## src/rtl/cal_alarm_pkg.sv

```systemverilog
package cal_alarm_pkg;
  localparam int unsigned N_FIELDS    = 6;
  localparam int unsigned VAL_W       = 7;
  localparam int unsigned WDATA_W     = 8;
  localparam int unsigned WADDR_W     = 3;
  localparam int unsigned TIME_W      = N_FIELDS * VAL_W;
  localparam int unsigned CTL_ADDR    = 6;
  localparam int unsigned EN_BIT      = WDATA_W - 1;
  localparam int unsigned CTL_ARM_BIT = 0;
  localparam int unsigned CTL_RPT_BIT = 1;
  localparam int unsigned CTL_IE_BIT  = 2;

  typedef enum logic [1:0] {
    FO_IRQ  = 2'd0,
    FO_SLOW = 2'd1,
    FO_MID  = 2'd2,
    FO_FAST = 2'd3
  } fo_mode_e;
endpackage

```

## src/rtl/alarm_match.sv

```systemverilog
module alarm_match
  import cal_alarm_pkg::*;
(
  input  logic [N_FIELDS-1:0][VAL_W-1:0] set_val,
  input  logic [N_FIELDS-1:0]            set_en,
  input  logic [TIME_W-1:0]              now_time,
  output logic                           hit
);
  logic [N_FIELDS-1:0] field_ok;

  for (genvar k = 0; k < N_FIELDS; k++) begin : g_field
    assign field_ok[k] = !set_en[k] || (set_val[k] == now_time[k*VAL_W +: VAL_W]);
  end

  assign hit = (|set_en) && (&field_ok);
endmodule

```

## src/rtl/alarm_slot.sv

```systemverilog
module alarm_slot
  import cal_alarm_pkg::*;
(
  input  logic               clk,
  input  logic               rst_n,
  input  logic               sec_tick,
  input  logic [TIME_W-1:0]  now_time,
  input  logic               wr_en,
  input  logic [WADDR_W-1:0] wr_addr,
  input  logic [WDATA_W-1:0] wr_data,
  input  logic               clr,
  output logic               flag,
  output logic               irq_req
);
  logic [N_FIELDS-1:0][VAL_W-1:0] fval_q, fval_d;
  logic [N_FIELDS-1:0]            fen_q, fen_d;
  logic armed_q, armed_d, rpt_q, rpt_d, ie_q, ie_d, flag_q, flag_d;
  logic hit, fire, ctl_wr;

  alarm_match u_match (
    .set_val  (fval_q),
    .set_en   (fen_q),
    .now_time (now_time),
    .hit      (hit)
  );

  assign ctl_wr = wr_en && (wr_addr == WADDR_W'(CTL_ADDR));
  assign fire   = sec_tick && armed_q && hit;

  always_comb begin
    fval_d  = fval_q;
    fen_d   = fen_q;
    armed_d = armed_q;
    rpt_d   = rpt_q;
    ie_d    = ie_q;
    flag_d  = flag_q;
    for (int k = 0; k < N_FIELDS; k++) begin
      if (wr_en && (wr_addr == WADDR_W'(k))) begin
        fval_d[k] = wr_data[VAL_W-1:0];
        fen_d[k]  = wr_data[EN_BIT];
      end
    end
    if (ctl_wr) begin
      armed_d = wr_data[CTL_ARM_BIT];
      rpt_d   = wr_data[CTL_RPT_BIT];
      ie_d    = wr_data[CTL_IE_BIT];
    end
    if (fire) begin
      flag_d = 1'b1;
      if (!rpt_q && !ctl_wr) armed_d = 1'b0;
    end else if (clr) begin
      flag_d = 1'b0;
    end
  end

  always_ff @(posedge clk or negedge rst_n) begin
    if (!rst_n) begin
      fval_q  <= '0;
      fen_q   <= '0;
      armed_q <= 1'b0;
      rpt_q   <= 1'b0;
      ie_q    <= 1'b0;
      flag_q  <= 1'b0;
    end else begin
      fval_q  <= fval_d;
      fen_q   <= fen_d;
      armed_q <= armed_d;
      rpt_q   <= rpt_d;
      ie_q    <= ie_d;
      flag_q  <= flag_d;
    end
  end

  assign flag    = flag_q;
  assign irq_req = flag_q && ie_q;

  AST_FLAG_ON_TICK: assert property (@(posedge clk) disable iff (!rst_n)
    $rose(flag_q) |-> $past(sec_tick));
  AST_EMPTY_NEVER_HITS: assert property (@(posedge clk) disable iff (!rst_n)
    hit |-> (|fen_q));
  AST_ONESHOT_DISARMS: assert property (@(posedge clk) disable iff (!rst_n)
    ($rose(flag_q) && !$past(rpt_q) && !$past(ctl_wr)) |-> !armed_q);
  AST_REPEAT_STAYS: assert property (@(posedge clk) disable iff (!rst_n)
    ($past(fire) && $past(rpt_q) && !$past(ctl_wr)) |-> armed_q);
  AST_CLEAR_DROPS: assert property (@(posedge clk) disable iff (!rst_n)
    ($past(clr) && !$past(fire)) |-> !flag_q);
endmodule

```

## src/rtl/pin_select.sv

```systemverilog
module pin_select
  import cal_alarm_pkg::*;
(
  input  logic [1:0] fo_sel,
  input  logic       irq_any,
  input  logic [2:0] freq_in,
  output logic       pin
);
  always_comb begin
    unique case (fo_mode_e'(fo_sel))
      FO_IRQ:  pin = !irq_any;
      FO_SLOW: pin = freq_in[0];
      FO_MID:  pin = freq_in[1];
      FO_FAST: pin = freq_in[2];
      default: pin = 1'b1;
    endcase
  end
endmodule

```

## src/rtl/cal_alarm_pair.sv

```systemverilog
module cal_alarm_pair
  import cal_alarm_pkg::*;
#(
  parameter  int N_ALM = 2,
  localparam int SEL_W = (N_ALM > 1) ? $clog2(N_ALM) : 1
) (
  input  logic               clk,
  input  logic               rst_n,
  input  logic               sec_tick,
  input  logic [TIME_W-1:0]  now_time,
  input  logic               wr_en,
  input  logic [SEL_W-1:0]   wr_sel,
  input  logic [WADDR_W-1:0] wr_addr,
  input  logic [WDATA_W-1:0] wr_data,
  input  logic [N_ALM-1:0]   clr_flag,
  input  logic [1:0]         fo_sel,
  input  logic [2:0]         freq_in,
  output logic [N_ALM-1:0]   alm_flag,
  output logic               alm_pin
);
  logic [N_ALM-1:0] irq_req;

  for (genvar i = 0; i < N_ALM; i++) begin : g_alm
    alarm_slot u_slot (
      .clk      (clk),
      .rst_n    (rst_n),
      .sec_tick (sec_tick),
      .now_time (now_time),
      .wr_en    (wr_en && (wr_sel == SEL_W'(i))),
      .wr_addr  (wr_addr),
      .wr_data  (wr_data),
      .clr      (clr_flag[i]),
      .flag     (alm_flag[i]),
      .irq_req  (irq_req[i])
    );
  end

  pin_select u_pin (
    .fo_sel  (fo_sel),
    .irq_any (|irq_req),
    .freq_in (freq_in),
    .pin     (alm_pin)
  );

  AST_IRQ_LOW_HAS_FLAG: assert property (@(posedge clk) disable iff (!rst_n)
    ((fo_sel == 2'd0) && !alm_pin) |-> (|alm_flag));
endmodule

```

## config.mk

```make
export PLATFORM = sky130hd
export DESIGN_NAME = cal_alarm_pair
export DESIGN_NICKNAME = d
export VERILOG_FILES = /design/src/rtl/cal_alarm_pkg.sv /design/src/rtl/alarm_match.sv /design/src/rtl/alarm_slot.sv /design/src/rtl/pin_select.sv /design/src/rtl/cal_alarm_pair.sv
export SDC_FILE = /design/constraint.sdc
export NUM_CORES = 1
export LEC_CHECK = 0
export CAP_MARGIN = 5
export CORE_MARGIN = 1
export CORE_UTILIZATION = 60
export CTS_BUF_LIST = sky130_fd_sc_hd__clkbuf_8
export DETAILED_ROUTE_END_ITERATION = 7
export HOLD_SLACK_MARGIN = 0.1
export PLACE_DENSITY = 0.86
export RECOVER_POWER = 50
export SYNTH_ARGS = -nofsm -noshare
export SYNTH_HDL_FRONTEND = slang
export SYNTH_HIERARCHICAL = 1
export SYNTH_SLANG_ARGS = --single-unit
```

## constraint.sdc

```tcl
create_clock -name clk -period 5.1 [get_ports clk]
set_input_delay 1.53 -clock clk [delete_from_list [all_inputs] [get_ports clk]]
set_output_delay 1.53 -clock clk [all_outputs]
set_load 0.01 [all_outputs]
```

After elaboration in Yosys (flattened, before gate mapping)
Index checks and enable logic that the tools add are counted.
{"block": "word_totals", "reg_bits": 104, "latch_bits": 0, "ramBits": 0, "mem_bits_ro": 0, "inputBits": 65, "out_inout_bits": 3, "memories": 0}
{"block": "op_classes", "addsub": 0, "n_mul": 0, "div": 0, "n_lt_le_gt_ge": 0, "eq_ne": 21, "shift": 0, "n_mux": 11, "bitwise_logic": 1, "reduce_logical": 64}
{"op": "equality test 7 bit", "count": 12}
{"op": "logical AND 1 bit", "count": 26}
{"op": "zero test 1 bit", "count": 17}
{"op": "logical OR 1 bit", "count": 12}
{"op": "AND reduction 6 bit", "count": 2}
{"op": "OR reduction 6 bit", "count": 2}
{"op": "two-way mux 1 bit", "count": 10}
{"op": "equality test 3 bit (second input constant)", "count": 3}
{"op": "equality test 3 x 2 -> 1 bit (second input constant)", "count": 2}
{"op": "equality test 2 bit (second input constant)", "count": 2}
{"op": "one-hot mux 1 bit (4 select lines)", "count": 1}
{"op": "nonzero test 2 bit", "count": 2}
{"op": "equality test 3 x 1 -> 1 bit (second input constant)", "count": 1}
{"op": "zero test 3 bit", "count": 1}
{"op": "equality test 2 x 1 -> 1 bit (second input constant)", "count": 1}
{"op": "zero test 2 bit", "count": 1}
{"op": "OR reduction 2 bit", "count": 1}
{"op": "inverter 1 bit", "count": 1}

Depth between registers and ports, before layout
Gate-level depths: netlist of run 1.
{"block": "logic_depth", "word_depth": 7, "depth_mapped": 8, "depth_no_buf": 8}

Cells and area by module
Netlist of run 1, hierarchy kept.
{"module": "alarm_slot", "n_inst": 2, "cells_each": 123, "area_per_inst_um2": 2023.2}
{"module": "alarm_match", "n_inst": 2, "cells_each": 60, "area_per_inst_um2": 493.0}
{"module": "pin_select", "n_inst": 1, "cells_each": 2, "area_per_inst_um2": 26.3}
{"module": "cal_alarm_pair", "n_inst": 1, "cells_each": 3, "area_per_inst_um2": 22.5}

Worst setup path after synthesis of run 1
Ideal clock, no wire load.
{"block": "synth_timing", "path_type": "input to output", "start": "input port fo_sel[1]", "end": "output port alm_pin", "t_arrival_ps": 2036, "path_slack_ps": 1534, "cell_stages": 1, "n_path_buf": 0, "path_cell_list": "mux4_2"}
{"block": "synth_between", "elab_chain_len": 2, "elab_cells_between_ends": 5, "classes_between": "3 x eq/ne; 1 x mux; 1 x reduce/logical"}
{"element": "from (decl)", "line_no": "cal_alarm_pair.sv:16", "rtl": "input logic [1:0] fo_sel,"}
{"element": "equality test 2 bit, or another cell as far along", "line_no": "pin_select.sv:10", "rtl": "unique case (fo_mode_e'(fo_sel))"}
{"element": "one-hot mux 1 bit (4 select lines) *", "line_no": "pin_select.sv:10"}
{"element": "to (decl)", "line_no": "cal_alarm_pair.sv:19", "rtl": "output logic alm_pin"}
Mark *: on every way between the ends. The rest lies on a longest branch, timed or not.

Worst setup path after layout of run 1
Same ends and word-level chain as after synthesis.

==> results.cfg, run 1 <==
[power]
power_frac_comb_pct = 22.2
p_int_uw = 1650
p_leak_uw = 0.00254
pwr-share-clk_pct = 26.7
p_switching_uw = 588
vdd_drop_max_mv = 0.203
seqPwrFrac_pct = 51.1
power.share.switching_pct = 26.3
power.density_nw_per_um2 = 366

[critical_path]
cp.arrival_ps = 2990
start_kind = input pin
r2r_setup_slack_ps = 2930
cp-end-kind = output port
worstPathMaxFanout = 1
r2r-start = g_alm[1].u_slot/fval_q[4]
required_ps = 3570
r2r_end = g_alm[1].u_slot/armed_q
reg2reg_depth = 8
crit_type = input pin to output port

[routing]
routed-via-count = 3151
drtIter0Drc = 98
antenna_left = 0
via_per_inst = 5.67
wl_per_cell_um = 18.5
met3_length_um = 365
wl_um = 10300
firstDrtPassIters = 6
wl_met1_um = 4480
wl_met2_um = 5250
drc_errors = 0
top_layer = met4

[clock_network]
post_cts_resized = 0
clk_path_buf_depth = 2
cts_hold_buf = 0
htreeDepth = 3
cts_sinks = 104
clkTransAtPathRegs_ps = 90
postCtsSetupRepairBufs = 0
cts_root_buf = clkbuf_8
insertion_delay_ps = 350
cts_tree = done
cts_made_buffers = 9

[final_layout]
drive_above_1_share_pct = 28.2
design_area_um2 = 6110
diodes = 0
most-common-layout-cells = dfrtp_1, mux2_2, clkdlybuf4s50_1
syn_to_final_growth_pct = 20.2
layout_commonest_cell = dfrtp_1
register_area_um2 = 2600
multi_input_area_um2 = 2440
n_fill_cell = 564
nNetsFinal = 511

[die]
start_util_pct = 61.8
io_pins = 68
num_rows = 33
design.core.area_um2 = 8220
fp.dieW_um = 94.0
die_h_um = 94.0
die_area_um2 = 8840

[sta]
finalSetupViolCount = 0
slew_viol_final = 107
hold_viol = 0
worst_pin_slew_ps = 1840
clock_skew_ps = 8.45
timing.setup.tns_ps = 0
period_needed_ps = 4520
fmax_ghz = 0.221
relSlewSlack_pct = -22.5
grt_setup_unrepaired = false
period_share_pct = 88.7

[place]
post-dp-hpwl_um = 7320
gp_congestion = 0.782
io_buffer_count = 67
placed_cell_area_um2 = 5870

[synth]
synth_area_leaders = dfrtp_1, mux2_2, xor2_1
ys_seq_elements = 104
avgSynthCellArea_um2 = 13.7
syn_nets = 436
synthDistinctLibCells = 29
ys_seq_area_share_pct = 51.2
synthCells = 371
synth.top_cell.area_share_pct = 51.2
yosysWarnings = 6
netlist_area_um2 = 5080
yosysTopAreaCell = dfrtp_1

[global_route]
antenna_found_initial = 0
grt_pass1_wl_um = 16700
grt_pass1_vias = 3352
grt.overflow.total = 0
grt_max_degree = 77
grtUsageTotal_pct = 25.7

[outcome]
status = finished, violations left
failed_checks = max-capacitance violations, max-slew violations

[job]
cap_viol_max_count = 2

[hold_path]
min_to = g_alm[1].u_slot/ie_q
hp-class = flip-flop to flip-flop
whs_path_depth = 1
min_from = g_alm[1].u_slot/ie_q
## state kept, by name (all words and copies together) (netlist names)
register / flops
g_alm.u_slot/fval_q: 84
g_alm.u_slot/fen_q: 12
g_alm.u_slot/armed_q: 2
g_alm.u_slot/flag: 2
g_alm.u_slot/ie_q: 2
g_alm.u_slot/rpt_q: 2
## critical path, stage by stage
cell and delay, ps:
clkdlybuf4s50_1 480, mux4_2 490, clkdlybuf4s50_1 490
## logic make-up after synthesis
logic type                after synthesis  share of synthesized area [%]
xor gates and xnor gates               84                           14.5
DFF                                   104                           51.2
AOI/OAI and AO/OA                      22                           2.91
muxes                                  97                           21.7
and+or+nand+nor                        55                           8.91
buffers and inverters                   9                          0.763
## layout make-up
cell class,instances,share of cell area [%]
Clock inverter,6,1.76
Tap cell,105,2.15
Timing Repair Buffer,68,11.0
Sequential cell,104,42.6
Clock buffer,10,2.25
Inverter,5,0.307
Multi-Input combinational cell,258,40.0
## cells in the mapped netlist, drive strengths merged
cell    number
nor4         6
a31oi        2
o21ai        8
and2b        1
nand4b       6
buf          4
inv          5
a21oi        2
nor3b        4
nand3        2
o211ai       2
dfrtp      104
xor2        48
or2          1
nor3         8
xnor2       36
o41ai        6
mux2        96
nand2        8
nand4       10
and2         3
and4         2
a221oi       2
nor2         2
mux4         1
nand2b       2
## power groups by stage
| stage | clock network, µW | logic [µW] | registers [µW] |
|---|---|---|---|
| global placement | 0 | 477 | 1150 |
| global route | 638 | 544 | 1170 |
| finish | 598 | 497 | 1140 |
| detailed placement | 0 | 496 | 1160 |
| floorplan | 0 | 346 | 1130 |
| CTS | 614 | 500 | 1140 |
## how the worst max path moves through the flow
stage	from	endpoint	slack, ps
after floorplan	fo_sel[1]	alm_pin	1530
after global placement	fo_sel[1]	alm_pin	580
after detailed placement	fo_sel[1]	alm_pin	570
after global routing	fo_sel[1]	alm_pin	540
after CTS	fo_sel[1]	alm_pin	570
final	fo_sel[1]	alm_pin	580
## per-stage QoR
stage	util [%]	setup slack (ps)	total power (µW)	hold slack (ps)	instances
2_1_floorplan	-	1530	1470	468	371
6_report	74.3	578	2240	502	556
3_3_place_gp	71.4	579	1620	480	540
5_1_grt	74.3	538	2350	519	556
4_1_cts	74.4	566	2260	506	556
3_5_place_dp	71.4	572	1660	486	540
## per-layer routing
metal  up-vias  track usage [%]
li1       1483                -
met1      1588             32.7
met2        68             44.0
met3        12             4.45
met4         0             9.62
met5         -                0
(Power assumes the default switching activity.)
==> inputs of run 2 (changes only) <==
- CELL_PAD_IN_SITES_DETAIL_PLACEMENT: default -> 1
- CELL_PAD_IN_SITES_GLOBAL_PLACEMENT: default -> 1
- CORE_UTILIZATION: 60 -> 25
- PLACE_DENSITY: 0.86 -> 0.54
==> run 2 against run 1 <==
  * The flow still finishes with violations (max-capacitance violations, max-slew violations)
  * Final area rose by 2.1%
  * Total power down 5.7%
  * Via count grew 0.25%
  * Clock power is 22% lower
  * Sequential cell count unchanged
  * Critical path type unchanged
==> results.cfg, run 2 (synthesis gave the netlist of run 1 again) <==
[outcome]
status = finished, violations left
failed_checks = max-capacitance violations, max-slew violations

[routing]
wl_um = 12700
drtIter0Drc = 150
via_per_inst = 4.41
routed-via-count = 3159
firstDrtPassIters = 4
wl_per_cell_um = 17.6
antenna_left = 0
drc_errors = 0

[sta]
hold_viol = 0
grt_setup_unrepaired = false
relSlewSlack_pct = -110
clock_skew_ps = 4.62
period_share_pct = 88.7
period_needed_ps = 4520
slew_viol_final = 106
timing.setup.tns_ps = 0
fmax_ghz = 0.221
worst_pin_slew_ps = 3150
finalSetupViolCount = 0

[critical_path]
required_ps = 3570
cp.arrival_ps = 2990
cpMaxStageDelayCell = mux4_2
r2r-start = g_alm[1].u_slot/fval_q[13]
cp-end-kind = output port
worstPathCellList = clkdlybuf4s50_1, mux4_2, clkdlybuf4s50_1
reg2reg_depth = 8
r2r_end = g_alm[1].u_slot/armed_q
crit_type = input pin to output port
start_kind = input pin
worstPathMaxFanout = 1
max_stage_delay_ps = 500
crit_top_cell = clkdlybuf4s50_1
r2r_setup_slack_ps = 2980

[clock_network]
cts_root_buf = clkbuf_8
insertion_delay_ps = 380
cts_sinks = 104
cts_made_buffers = 9
cts_hold_buf = 0
clk_path_buf_depth = 2
htreeDepth = 3
clkTransAtPathRegs_ps = 90
cts_tree = done
postCtsSetupRepairBufs = 0
post_cts_resized = 0

[final_layout]
diodes = 0
most-common-layout-cells = dfrtp_1, mux2_2, clkdlybuf4s50_1
nNetsFinal = 512
top_regs = g_alm.u_slot/fval_q (84), g_alm.u_slot/fen_q (12)
design_area_um2 = 6230
top_register = g_alm.u_slot/fval_q
largest_reg_flops = 84
drive_above_1_share_pct = 27.9
syn_to_final_growth_pct = 22.7
layout_commonest_cell = dfrtp_1

[place]
gp_congestion = 0.747
placed_cell_area_um2 = 6080
post-dp-hpwl_um = 9190
io_buffer_count = 67

[global_route]
grt.overflow.total = 0
grt_max_degree = 57
grt_pass1_vias = 3550
antenna_found_initial = 0
grt_pass1_wl_um = 20100
grtUsageTotal_pct = 13.3

[die]
io_pins = 68
die_h_um = 145
design.core.area_um2 = 19700
start_util_pct = 25.8
num_rows = 51
fp.dieW_um = 145
die_area_um2 = 20900

[job]
cap_viol_max_count = 2

[hold_path]
min_to = g_alm[1].u_slot/ie_q
hp-class = flip-flop to flip-flop
whs_path_depth = 1
min_from = g_alm[1].u_slot/ie_q

[power]
power.density_nw_per_um2 = 338
p_leak_uw = 0.00251
vdd_drop_max_mv = 0.119
## run 2: changes by cell type in the layout (fill, tap and decap cells not counted), sizes merged
cell    change
clkinv      +2
inv         +1
bufinv      -3
clkbuf      +1
## run 2: cell type report
class | instances | area [µm²]
sequential | 104 | 2600
tap | 265 | 332
clock buffer | 10 | 138
clock inverter | 6 | 27.5
multi-input combinational | 258 | 2440
fill | 2101 | 13500
inverter | 5 | 18.8
timing repair buffer | 69 | 676
## run 2: per-stage QoR
| step | worst slack, ps | util, % | power [µW] | cells | hold WS [ps] |
|---|---|---|---|---|---|
| floorplan | 1530 | - | 1470 | 371 | 468 |
| global placement | 570 | 30.8 | 1650 | 701 | 483 |
| detailed placement | 565 | 30.8 | 1670 | 701 | 489 |
| CTS | 553 | 31.7 | 2150 | 717 | 511 |
| global route | 413 | 31.6 | 2260 | 717 | 543 |
| finish | 575 | 31.6 | 2110 | 717 | 511 |
## run 2: routing by layer
metal  vias to the layer above  GRT usage [%]  wire, µm
li1                       1486              -         -
met1                      1612           17.2      5920
met2                        50           22.0      6140
met3                        11           2.35       396
met4                         0           5.32       193
met5                         -              0         0
## run 2: critical path, delay by kind of cell
kind                   cells  cell delay (ps)
buffers and inverters      2              970
multiplexers               1              500
## run 2: how the worst max path moves through the flow
stage,from,endpoint,slack [ps],cells after the start
2_1_floorplan,fo_sel[1],alm_pin,1530,1
3_5_place_dp,fo_sel[1],alm_pin,570,3
3_3_place_gp,fo_sel[1],alm_pin,570,3
4_1_cts,fo_sel[1],alm_pin,550,3
5_1_grt,rst_n,g_alm[0].u_slot/fval_q[1],410,2
6_report,fo_sel[1],alm_pin,580,3
## run 2: where the power goes
part | leakage, µW | switching, µW | internal (µW)
sequential | 0.00128 | 128 | 1010
clock | 0.0000982 | 282 | 184
combinational | 0.00113 | 204 | 298
total | 0.00251 | 614 | 1500
==> inputs of run 3 (changes only) <==
- CTS_BUF_LIST: sky130_fd_sc_hd__clkbuf_8 -> sky130_fd_sc_hd__clkbuf_4
==> run 3 against run 2 <==
  * The run still ends with max-capacitance violations, max-slew violations left
  * First-iteration DRC count unchanged
  * Utilization decreased by 0.30 points
  * Die area unchanged
  * Via count increased by 0.28%
  * Highest routed layer unchanged
  * Setup slack unchanged
==> results.cfg, run 3 (synthesis gave the netlist of run 1 again) <==
[outcome]
status = finished, violations left
failed_checks = max-capacitance violations, max-slew violations

[critical_path]
worstPathMaxFanout = 1
cp.arrival_ps = 2990
r2r_setup_slack_ps = 2980
required_ps = 3570
reg2reg_depth = 8
crit_end = alm_pin
crit_type = input pin to output port
r2r-start = g_alm[1].u_slot/fval_q[34]
r2r_end = g_alm[1].u_slot/armed_q
cp-end-kind = output port
crit_start = fo_sel[1]
start_kind = input pin

[sta]
worst_pin_slew_ps = 3160
relSlewSlack_pct = -111
slew_viol_final = 106
clock_skew_ps = 7.43
finalSetupViolCount = 0
timing.setup.tns_ps = 0
fmax_ghz = 0.221
finalWorstSetupSlack_ps = 575
period_needed_ps = 4520
hold_viol = 0
period_share_pct = 88.7
grt_setup_unrepaired = false

[power]
power_uw = 2020
power.density_nw_per_um2 = 327
p_leak_uw = 0.00248
vdd_drop_max_mv = 0.0923

[routing]
wl_per_cell_um = 17.6
via_per_inst = 4.42
routed-via-count = 3168
firstDrtPassIters = 4
wl_um = 12600
antenna_left = 0
drc_errors = 0
drtIter0Drc = 150

[global_route]
grt_max_degree = 57
grt_pass1_wl_um = 20100
grt_pass1_vias = 3550
antenna_found_initial = 0
grt.overflow.total = 0
grtUsageTotal_pct = 13.2

[final_layout]
layout_commonest_cell = dfrtp_1
top_register = g_alm.u_slot/fval_q
drive_above_1_share_pct = 28.1
top_regs = g_alm.u_slot/fval_q (84), g_alm.u_slot/fen_q (12)
most-common-layout-cells = dfrtp_1, mux2_2, clkdlybuf4s50_1
n_fill_cell = 2108
syn_to_final_growth_pct = 21.5
final_cells = 717
diodes = 0
nNetsFinal = 512
largest_reg_flops = 84

[clock_network]
cts_made_buffers = 9
insertion_delay_ps = 470
cts_root_buf = clkbuf_4
post_cts_resized = 0
clkTransAtPathRegs_ps = 150
htreeDepth = 3
cts_hold_buf = 0
postCtsSetupRepairBufs = 0
clk_path_buf_depth = 2
cts_tree = done
cts_sinks = 104

[place]
dp.cells = 701
io_buffer_count = 67
place_ws_ps = 565
gp_congestion = 0.747
post-dp-hpwl_um = 9190

[hold_path]
hp-class = flip-flop to flip-flop

[die]
die_area_um2 = 20900
start_util_pct = 25.8
io_pins = 68
design.core.area_um2 = 19700
die_h_um = 145
num_rows = 51
fp.dieW_um = 145

[job]
cap_viol_max_count = 2
run 3: worst min-delay path by stage:
stage                            start  cells after the start                    to
3_3_place_gp      g_alm[0].u_slot/ie_q                      1  g_alm[0].u_slot/ie_q
4_1_cts           g_alm[1].u_slot/ie_q                      1  g_alm[1].u_slot/ie_q
5_1_grt           g_alm[0].u_slot/ie_q                      1  g_alm[0].u_slot/ie_q
6_report          g_alm[1].u_slot/ie_q                      1  g_alm[1].u_slot/ie_q
3_5_place_dp      g_alm[1].u_slot/ie_q                      1  g_alm[1].u_slot/ie_q
2_1_floorplan  g_alm[0].u_slot/armed_q                      2  g_alm[0].u_slot/flag
run 3: report_power, final:
group,internal [µW],switching (µW)
Clock,107,269
Combinational,298,204
Sequential,1010,128
Total,1420,602
run 3: metrics by stage:
step	utilization [%]	hold WS, ps	instance area (µm²)
after global placement	30.8	483	6080
after detailed placement	30.8	489	6080
final	31.3	523	6170
after floorplan	-	468	5080
after CTS	31.4	522	6180
after global routing	31.3	555	6170
run 3: layout make-up:
cell class | instances | area (µm²) | share of cell area, %
clock buffers | 11 | 82.6 | 1.34
clock inverters | 5 | 23.8 | 0.385
inverters | 5 | 18.8 | 0.304
multi-input cells | 258 | 2440 | 39.5
flip-flops and latches | 104 | 2600 | 42.1
well taps | 265 | 332 | 5.37
repair buffers | 69 | 676 | 10.9
run 3: worst max-delay path, cell delays in order:
cell,delay (ps)
clkdlybuf4s50_1,480
mux4_2,500
clkdlybuf4s50_1,490
run 3: routing by layer:
| layer | vias up | wire length [µm] | global-route usage, % |
|---|---|---|---|
| met2 | 54 | 6080 | 21.6 |
| li1 | 1488 | - | - |
| met5 | - | 0 | 0 |
| met1 | 1614 | 5890 | 17.3 |
| met4 | 0 | 193 | 4.99 |
| met3 | 12 | 423 | 2.35 |
